--- src/rtl/bank_sel_pkg.sv ---
package bank_sel_pkg;
    localparam int PAGE_W  = 4;
    localparam int CFG_W   = 8;
    localparam int DATA_W  = 16;
    localparam int DIS_POS = 8;

    typedef logic [PAGE_W-1:0] page_t;
    typedef logic [CFG_W-1:0]  cfg_t;
    typedef logic [DATA_W-1:0] data_t;

    typedef struct packed {
        logic  dis;
        page_t code;
    } dsr_t;

    localparam dsr_t DSR_RESET = '{dis: 1'b1, code: '0};

    typedef enum logic [1:0] {
        SRC_NONE = 2'd0,
        SRC_HW   = 2'd1,
        SRC_SW   = 2'd2
    } sel_src_e;

    function automatic dsr_t dsr_from_bus(input data_t d);
        dsr_t r;
        r.dis  = d[DIS_POS];
        r.code = d[PAGE_W-1:0];
        return r;
    endfunction

    function automatic page_t page_of(input cfg_t c);
        return c[PAGE_W-1:0];
    endfunction
endpackage

--- src/rtl/bank_sel_edge.sv ---
module bank_sel_edge (
    input  logic clk,
    input  logic rst,
    input  logic en_n,
    output logic fall
);
    logic en_prev;

    always_ff @(posedge clk) begin
        if (rst) en_prev <= 1'b1;
        else     en_prev <= en_n;
    end

    assign fall = en_prev & ~en_n;
endmodule

--- src/rtl/bank_sel_decide.sv ---
module bank_sel_decide
    import bank_sel_pkg::*;
(
    input  logic     gsel_n,
    input  logic     lsel_n,
    input  dsr_t     dsr,
    input  page_t    page,
    output logic     sel_now,
    output sel_src_e src
);
    logic [PAGE_W-1:0] bit_eq;
    logic hw_hit;
    logic sw_hit;

    for (genvar b = 0; b < PAGE_W; b++) begin : g_cmp
        assign bit_eq[b] = ~(dsr.code[b] ^ page[b]);
    end

    always_comb begin
        hw_hit  = ~gsel_n | ~lsel_n;
        sw_hit  = ~dsr.dis & (&bit_eq);
        sel_now = hw_hit | sw_hit;
        if (hw_hit)      src = SRC_HW;
        else if (sw_hit) src = SRC_SW;
        else             src = SRC_NONE;
    end
endmodule

--- src/rtl/bank_sel_regs.sv ---
module bank_sel_regs
    import bank_sel_pkg::*;
(
    input  logic  clk,
    input  logic  rst,
    input  logic  fall,
    input  logic  sel_now,
    input  logic  cfg_we,
    input  logic  dsr_we,
    input  data_t wr_data,
    output cfg_t  cfg_q,
    output dsr_t  dsr_q
);
    logic take;
    assign take = fall & sel_now;

    always_ff @(posedge clk) begin
        if (rst) begin
            cfg_q <= '0;
            dsr_q <= DSR_RESET;
        end else if (take) begin
            if (cfg_we) cfg_q <= wr_data[CFG_W-1:0];
            if (dsr_we) dsr_q <= dsr_from_bus(wr_data);
        end
    end
endmodule

--- src/rtl/bank_sel.sv ---
module bank_sel
    import bank_sel_pkg::*;
(
    input  logic              clk,
    input  logic              rst,
    input  logic              cyc_en_n,
    input  logic              gsel_n,
    input  logic              lsel_n,
    input  logic              cfg_we,
    input  logic              dsr_we,
    input  logic [DATA_W-1:0] wr_data,
    output logic              dev_sel,
    output logic              sw_dis,
    output logic [PAGE_W-1:0] tgt_code,
    output logic [CFG_W-1:0]  cfg_val
);
    logic     fall;
    logic     sel_now;
    sel_src_e src;
    cfg_t     cfg_q;
    dsr_t     dsr_q;
    logic     sel_q;

    bank_sel_edge u_edge (
        .clk  (clk),
        .rst  (rst),
        .en_n (cyc_en_n),
        .fall (fall)
    );

    bank_sel_decide u_dec (
        .gsel_n  (gsel_n),
        .lsel_n  (lsel_n),
        .dsr     (dsr_q),
        .page    (page_of(cfg_q)),
        .sel_now (sel_now),
        .src     (src)
    );

    bank_sel_regs u_regs (
        .clk     (clk),
        .rst     (rst),
        .fall    (fall),
        .sel_now (sel_now),
        .cfg_we  (cfg_we),
        .dsr_we  (dsr_we),
        .wr_data (wr_data),
        .cfg_q   (cfg_q),
        .dsr_q   (dsr_q)
    );

    always_ff @(posedge clk) begin
        if (rst)       sel_q <= 1'b0;
        else if (fall) sel_q <= (src != SRC_NONE);
    end

    assign dev_sel  = sel_q;
    assign sw_dis   = dsr_q.dis;
    assign tgt_code = dsr_q.code;
    assign cfg_val  = cfg_q;
endmodule

--- config.mk ---
export PLATFORM = sky130hd
export DESIGN_NAME = bank_sel
export DESIGN_NICKNAME = d
export VERILOG_FILES = /design/src/rtl/bank_sel_pkg.sv /design/src/rtl/bank_sel_edge.sv /design/src/rtl/bank_sel_decide.sv /design/src/rtl/bank_sel_regs.sv /design/src/rtl/bank_sel.sv
export SDC_FILE = /design/constraint.sdc
export NUM_CORES = 1
export LEC_CHECK = 0
export BUFFER_PORTS_ARGS = -buffer_cell sky130_fd_sc_hd__buf_4
export CAP_MARGIN = 25
export CORE_UTILIZATION = 40
export DETAILED_ROUTE_END_ITERATION = 12
export HOLD_SLACK_MARGIN = 0.02
export PLACE_DENSITY = 0.72
export SETUP_SLACK_MARGIN = 0.05
export SLEW_MARGIN = 25
export SYNTH_ARGS = -nofsm -noshare
export SYNTH_HDL_FRONTEND = slang
export SYNTH_SLANG_ARGS = --single-unit
--- constraint.sdc ---
create_clock -name clk -period 2.9 [get_ports clk]
set_clock_uncertainty 0.05 [all_clocks]
set_input_delay 0.435 -clock clk [delete_from_list [all_inputs] [get_ports clk]]
set_output_delay 0.435 -clock clk [all_outputs]
set_load 0.1 [all_outputs]
==> results of run 1 <==
[per-layer routing]
layer | part of all wire [%] | vias to the layer above
li1 | - | 298
met5 | 0 | -
met4 | 1.4 | 0
met2 | 42 | 21
met3 | 5.7 | 2
met1 | 51 | 255
[cells by family after synthesis]
group	share of synthesized area, %
simple gates	28.2
flops	41.3
mux	17.9
compound gates	6.71
xor+xnor	4.82
buf+inv	1.03
[through the flow]
stage	cells	power, W	hold WS [ns]
2_1_floorplan	69	0.000341	0.492
3_3_place_gp	121	0.000378	0.410
3_5_place_dp	121	0.000380	0.414
4_1_cts	125	0.000495	0.305
5_1_grt	125	0.000513	0.298
6_report	125	0.000489	0.311
[state kept, by name, indices dropped and copies added, names as in the netlist]
name            flops
u_regs.dsr_q        5
u_regs.cfg_q        8
dev_sel             1
u_edge.en_prev      1
[worst max-delay path, delay by kind of cell (launching register included)]
family | cells | cell delay (ns)
muxes | 1 | 0.23
DFF | 1 | 0.34
and+or+nand+nor | 1 | 0.16
AOI/OAI and AO/OA | 1 | 0.35
xor gates and xnor gates | 1 | 0.27
[worst max path at each step]
stage                    startpoint              end  slack (ns)  cells past startpoint
floorplan           u_regs.dsr_q[3]          dev_sel        0.91                      4
global placement           cyc_en_n  u_regs.cfg_q[3]        1.25                      5
detailed placement         cyc_en_n  u_regs.cfg_q[6]        1.18                      5
CTS                 u_regs.cfg_q[1]  u_regs.cfg_q[6]        1.39                      4
global route        u_regs.cfg_q[1]  u_regs.cfg_q[6]        1.32                      4
finish              u_regs.cfg_q[1]  u_regs.cfg_q[6]        1.43                      4
[where the power goes]
group	leakage [nW]	total [W]	internal (W)	switching, W
Combinational	0.273	0.000150	0.0000474	0.000103
Clock	0.0150	0.000115	0.0000533	0.0000618
Sequential	0.123	0.000224	0.000216	0.00000756
[Yosys cell counts (all sizes together)]
library cell,count,area [sq um]
clkbuf,2,7.51
or2,1,6.26
xnor2,4,35.0
nor2,2,7.51
o21bai,1,7.51
mux2i,13,130
nor2b,1,8.76
or3b,1,8.76
nand2b,19,119
o21ai,2,25.0
nand3,3,20.0
nand4b,2,23.8
nand2,1,3.75
dfxtp,15,300
a41oi,1,16.3
or2b,1,7.51
[area by class of cell]
cell class / instances / area [sq um]
Clock buffer: 4 / 26.3
Fill cell: 164 / 713
Multi-Input combinational cell: 52 / 419
Sequential cell: 15 / 300
Tap cell: 25 / 31.3
Timing Repair Buffer: 29 / 218
==> results_dict.tcl, run 1 <==
set metrics [dict create \
    hp-start "cyc_en_n" \
    place_ws_ns 1.18 \
    leakage_nw 0.410 \
    io_buffers 29 \
    cp_max_fo 8 \
    syn_avg_cell_area_sq_um 10.5 \
    drv_slew 0 \
    use_met1_pct 20.9 \
    arrival_ns 1.63 \
    status "completed" \
    utilization_pct 58.2 \
    final_area_sq_um 995 \
    overflow 0 \
    synth_warnings 0 \
    synth.distinct_cells 19 \
    postRouteAntennaNets 0 \
    worstMarginPinSlew_ns 0.386 \
    drt_iter0_markers 5 \
    finalSetupTns_ns 0 \
    area_growth_pct 36.8 \
    antenna_found_initial 0 \
    start_util_pct 42.6 \
    syn-instance-count 69 \
    fin_crit_sh_pct 50.9 \
    final_common_cell "buf_4" \
    fp.dieH_um 44.6 \
    wl_per_cell_um 10.4 \
    worstReg2RegStart "u_regs.cfg_q[1]" \
    grt_pass1_vias 486 \
    dieArea_sq_um 1990 \
    hp-class "input pin to flop" \
    cp_slowest_cell "o21ai_4" \
    cts-root-buf "clkbuf_4" \
    cts_buffers 3 \
    n_antenna_cell 0 \
    r2r-end "u_regs.cfg_q[6]" \
    clockBufferDepth 2 \
    use_met3_pct 2.45 \
    h-tree-depth 1 \
    cts_setup_buffers 0 \
    track_usage_pct 14.2 \
    cp-end-kind "flop" \
    cts_tree "built" \
    rows 15 \
    fin_ws_ns 1.43 \
    rsz0062_at_grt "no" \
    drc_errors 0 \
    maxCapViolations 0 \
    period_needed_ns 1.47 \
    routed_wl_mm 1.30 \
    slew_headroom_pct 74.2 \
    ys_ff_latch 15 \
    mostFrequentLayoutCells "29 x buf_4, 19 x nand2b_1, 15 x dfxtp_1" \
    clk_pin_slew_ns 0.08 \
    crit_type "flop to flop" \
    holdBufCountCts 0 \
    hold_end "u_edge.en_prev" \
    dp_hpwl_um 957 \
    core-area_sq_um 1710 \
    met2_usage_pct 19.7 \
    min_path_cells 2 \
    hold_viol 0 \
    clock_sinks 15 \
    start_kind "flop" \
    cp_cell_sequence "xnor2_1 -> nand4b_2 -> o21ai_4 -> mux2i_1" \
    cpPeakStageDelay_ns 0.35 \
    synth_area_sq_um 727 \
    dr.pass1.iters 4 \
    place.gp.congestion 0.762 \
    setup_violations 0 \
    nets 124 \
    power.density_nw_per_um2 492 \
    cts.repair.resized 0 \
    peakVddDrop_v 0.000321 \
    die_width_um 44.6 \
    drive_gt1_share_pct 39.0 \
    max_freq_mhz 678 \
    vias 576 \
    insertion_delay_ns 0.28 \
    synth_nets 92 \
    grt_most_used_layer "met1" \
    place_area_sq_um 968 \
    vias_per_cell 4.61 \
    rrSetupSlack_ns 1.43 \
    worstPathRequired_ns 3.06 \
    grt_pass1_wl_mm 2.10 \
    grt_start_max_net_pins 25 \
    yosysSeqAreaShare_pct 41.3 \
    ios 37 \
    r2r_cells 4 \
]
(Power assumes the default switching activity.)
==> inputs of run 2 (changes only) <==
Clock period 2.9 ns to 1.4 ns, I/O delays scaled along.
==> results_dict.tcl, run 2 (synthesis gave the netlist of run 1 again) <==
set metrics [dict create \
    dieArea_sq_um 1990 \
    area_growth_pct 59.6 \
    grt_pass1_wl_mm 2.39 \
    die_width_um 44.6 \
    path_buf_inv 1 \
    insertion_delay_ns 0.28 \
    wl_per_cell_um 11.0 \
    hold_ws_ns 0.0960 \
    status "completed" \
    drt_iter0_markers 10 \
    drc_errors 0 \
    cp_slowest_cell "dfxtp_4" \
    cts_buffers 3 \
    setup_violations 0 \
    peakVddDrop_v 0.000550 \
    hp-class "input pin to flop" \
    vias_per_cell 4.76 \
    cp-end-kind "flop" \
    h-tree-depth 1 \
    dr.pass1.iters 3 \
    arrival_ns 1.49 \
    fp.dieH_um 44.6 \
    period_needed_ns 1.33 \
    largest_register_ffs 8 \
    grt_pass1_vias 592 \
    cp_cell_sequence "xnor2_4 -> nand4b_4 -> o21ai_4 -> buf_12 -> mux2i_1" \
    slew_headroom_pct 81.5 \
    clockBufferDepth 2 \
    drv_slew 0 \
    vias 633 \
    power.density_nw_per_um2 912 \
    final_area_sq_um 1160 \
    track_usage_pct 16.5 \
    clock_sinks 15 \
    cts_tree "built" \
    cp_max_fo 7 \
    mostFrequentLayoutCells "35 x buf_4, 19 x nand2b_1, 13 x mux2i_1" \
    overflow 0 \
    place.gp.congestion 0.738 \
    dp_hpwl_mm 1.08 \
    postRouteAntennaNets 0 \
    worstMarginPinSlew_ns 0.280 \
    core-area_sq_um 1710 \
    n_antenna_cell 0 \
    cts-root-buf "clkbuf_4" \
    io_buffers 29 \
    drive_gt1_share_pct 56.5 \
    start_kind "flop" \
    ios 37 \
    max_freq_mhz 749 \
    cp_top_family "flip-flops" \
    cpPeakStageDelay_ns 0.37 \
    final_common_cell "buf_4" \
    largestRegisters "u_regs.cfg_q x8, u_regs.dsr_q x5" \
    hold_viol 0 \
    maxCapViolations 0 \
    leakage_nw 0.488 \
    worstPathRequired_ns 1.56 \
    clk_pin_slew_ns 0.09 \
    place_area_sq_um 1070 \
    rows 15 \
    nets 132 \
    routed_wl_mm 1.47 \
    start_util_pct 42.6 \
    rsz0062_at_grt "yes" \
    fin_crit_sh_pct 95.3 \
    grt_start_max_net_pins 25 \
    largest_register "u_regs.cfg_q" \
    antenna_found_initial 0 \
    crit_type "flop to flop" \
]
-- run 2: layout make-up --
cell class,count,area [sq um]
clock buffer,4,26.3
tap,25,31.3
timing repair buffer,37,294
fill,140,548
multi-input combinational,52,477
sequential,15,332
-- run 2: metrics by stage --
step | setup slack [ns] | TNS (ns) | instances | total power [W] | utilization [%]
after floorplan | -0.0865 | -1.00 | 69 | 0.000707 | -
after global placement | 0.0608 | 0 | 126 | 0.000802 | 62.8
after detailed placement | 0.0369 | 0 | 126 | 0.000806 | 62.8
after CTS | 0.0616 | 0 | 132 | 0.00106 | 66.3
after global routing | -0.00662 | -0.0194 | 133 | 0.00111 | 67.9
final | 0.0656 | 0 | 133 | 0.00106 | 67.9
-- run 2: report_power, final --
part	switching (W)	internal [W]
clock network	0.000133	0.000110
logic	0.000222	0.000131
registers	0.0000202	0.000441
-- run 2: final timing paths --
path                         from               to  slack, ns  cells after the start
setup / recovery  u_regs.dsr_q[1]  u_regs.cfg_q[2]       0.07                      5
hold / removal           cyc_en_n   u_edge.en_prev        0.1                      2
hold reg to reg   u_regs.cfg_q[5]  u_regs.cfg_q[5]       0.43                      2
setup reg to reg  u_regs.dsr_q[1]  u_regs.cfg_q[2]       0.07                      5
-- run 2: layer usage --
metal | wire length [um] | track usage, %
met1 | 606 | 19.8
met2 | 766 | 27.9
met3 | 79 | 3.67
met4 | 12 | 7.27
met5 | 0 | 0
-- run 2: repair_timing --
action,CTS,global route
pin swaps,5,6
setup buffers,2,1
resized for setup,2,4
endpoints found under the setup margin,9,12
hold buffers,0,0
==> inputs of run 3 (changes only) <==
Settings changed: CTS_BUF_LIST set to sky130_fd_sc_hd__clkbuf_8.
==> results_dict.tcl, run 3 (synthesis gave the netlist of run 1 again) <==
set metrics [dict create \
    status "completed" \
    cts_buffers 3 \
    place_inst 126 \
    crit_type "flop to flop" \
    worstMarginPinSlew_ns 0.280 \
    worstReg2RegStart "u_regs.cfg_q[0]" \
    clk_pin_slew_ns 0.06 \
    cp_slowest_cell "dfxtp_4" \
    drc_errors 0 \
    grt_pass1_vias 598 \
    max_freq_mhz 753 \
    cp.depth 5 \
    n_antenna_cell 0 \
    overflow 0 \
    largest_register "u_regs.cfg_q" \
    routed_wl_mm 1.48 \
    min_path_cells 2 \
    cp_max_fo 7 \
    leakage_nw 0.478 \
    nets 131 \
    place.gp.congestion 0.738 \
    grt_pass1_wl_mm 2.44 \
    hold_end "u_edge.en_prev" \
    core-area_sq_um 1710 \
    r2r_cells 5 \
    start_kind "flop" \
    largest_register_ffs 8 \
    layout.cells.non_filler 132 \
    cp-end-kind "flop" \
    drt_iter0_markers 8 \
    hp-start "cyc_en_n" \
    insertion_delay_ns 0.25 \
    arrival_ns 1.45 \
    area_growth_pct 58.9 \
    cpPeakStageDelay_ns 0.36 \
    period_needed_ns 1.33 \
    io_buffers 29 \
    ios 37 \
    antenna_found_initial 0 \
    postRouteAntennaNets 0 \
    wl_per_cell_um 11.2 \
    grt_start_max_net_pins 25 \
    utilization_pct 67.6 \
    fp.dieH_um 44.6 \
    worstPathRequired_ns 1.52 \
    drive_gt1_share_pct 55.1 \
    dp_hpwl_mm 1.08 \
    path_buf_inv 1 \
    vias_per_cell 4.76 \
    dieArea_sq_um 1990 \
    hold_viol 0 \
    maxCapViolations 0 \
    vias 628 \
    clockBufferDepth 2 \
    cts_tree "built" \
    rows 15 \
    cp_top_family "flip-flops" \
    cts-root-buf "clkbuf_8" \
    slew_headroom_pct 81.5 \
    drv_slew 0 \
    largestRegisters "u_regs.cfg_q x8, u_regs.dsr_q x5" \
    rrSetupSlack_ns 0.07 \
    hp-class "input pin to flop" \
    setup_violations 0 \
    clock_sinks 15 \
    mostFrequentLayoutCells "34 x buf_4, 19 x nand2b_1, 13 x mux2i_1" \
    die_width_um 44.6 \
    cp_cell_sequence "xnor2_2 -> nand3_2 -> o21ai_4 -> buf_12 -> mux2i_1" \
    track_usage_pct 17.7 \
    final_common_cell "buf_4" \
    peakVddDrop_v 0.000604 \
    power.density_nw_per_um2 998 \
    fin_crit_sh_pct 94.9 \
    r2r-end "u_regs.cfg_q[2]" \
    start_util_pct 42.6 \
    power_w 0.00115 \
    rsz0062_at_grt "yes" \
    dr.pass1.iters 3 \
    hold_ws_ns 0.118 \
    h-tree-depth 1 \
]
-- run 3: cell count changes in the layout (fill, tap and decap cells not counted), sizes merged --
cell and change:
buf -1, clkbuf -1, inv +1
-- run 3: routing by layer --
| layer | up-vias | wire (um) | GRT usage, % |
|---|---|---|---|
| met3 | 5 | 89 | 3.67 |
| li1 | 312 | - | - |
| met1 | 290 | 635 | 20.5 |
| met5 | - | 0 | 0 |
| met2 | 21 | 702 | 27.9 |
| met4 | 0 | 49 | 14.5 |
-- run 3: worst register-to-register path: cells and delay by family (launching register included) --
| kind | cells | cell delay, ns |
|---|---|---|
| AOI/OAI and AO/OA | 1 | 0.21 |
| xor gates and xnor gates | 1 | 0.16 |
| buffers and inverters | 1 | 0.15 |
| DFF | 1 | 0.36 |
| muxes | 1 | 0.17 |
| and+or+nand+nor | 1 | 0.15 |
-- run 3: area by class of cell --
class	instances	area (sq um)
clock buffer	3	41.3
multi-input combinational	52	460
timing repair buffer	36	287
tap	25	31.3
sequential	15	332
fill	144	553
clock inverter	1	3.75
-- run 3: report_power, final --
group	internal, W	leakage [nW]	switching [W]
clock network	0.000194	0.0269	0.000151
registers	0.000442	0.128	0.0000202
logic	0.000126	0.323	0.000219
total	0.000762	0.478	0.000390
-- run 3: worst max-delay path by stage --
| stage | start | end | slack (ns) |
|---|---|---|---|
| after floorplan | u_regs.cfg_q[1] | u_regs.cfg_q[0] | -0.09 |
| after global placement | u_regs.cfg_q[1] | u_regs.cfg_q[2] | 0.06 |
| after detailed placement | u_regs.cfg_q[1] | u_regs.cfg_q[2] | 0.04 |
| after CTS | u_regs.dsr_q[3] | u_regs.dsr_q[3] | 0.06 |
| after global routing | u_regs.cfg_q[1] | u_regs.cfg_q[2] | 0.002 |
| final | u_regs.cfg_q[0] | u_regs.cfg_q[2] | 0.07 |
-- run 3: what timing repair did --
action                                  4_1_cts  5_1_grt
hold buffers                                  0        0
endpoints found under the setup margin        9       12
gates resized for setup                       2        1
pin swaps                                     5        2
buffers inserted                              1        1
-- run 3: metrics by stage --
stage               TNS [ns]  area [sq um]  worst slack [ns]
floorplan              -1.00           781           -0.0865
global placement           0          1070            0.0608
detailed placement         0          1070            0.0369
CTS                        0          1140            0.0628
global route               0          1150           0.00220
finish                     0          1150            0.0711
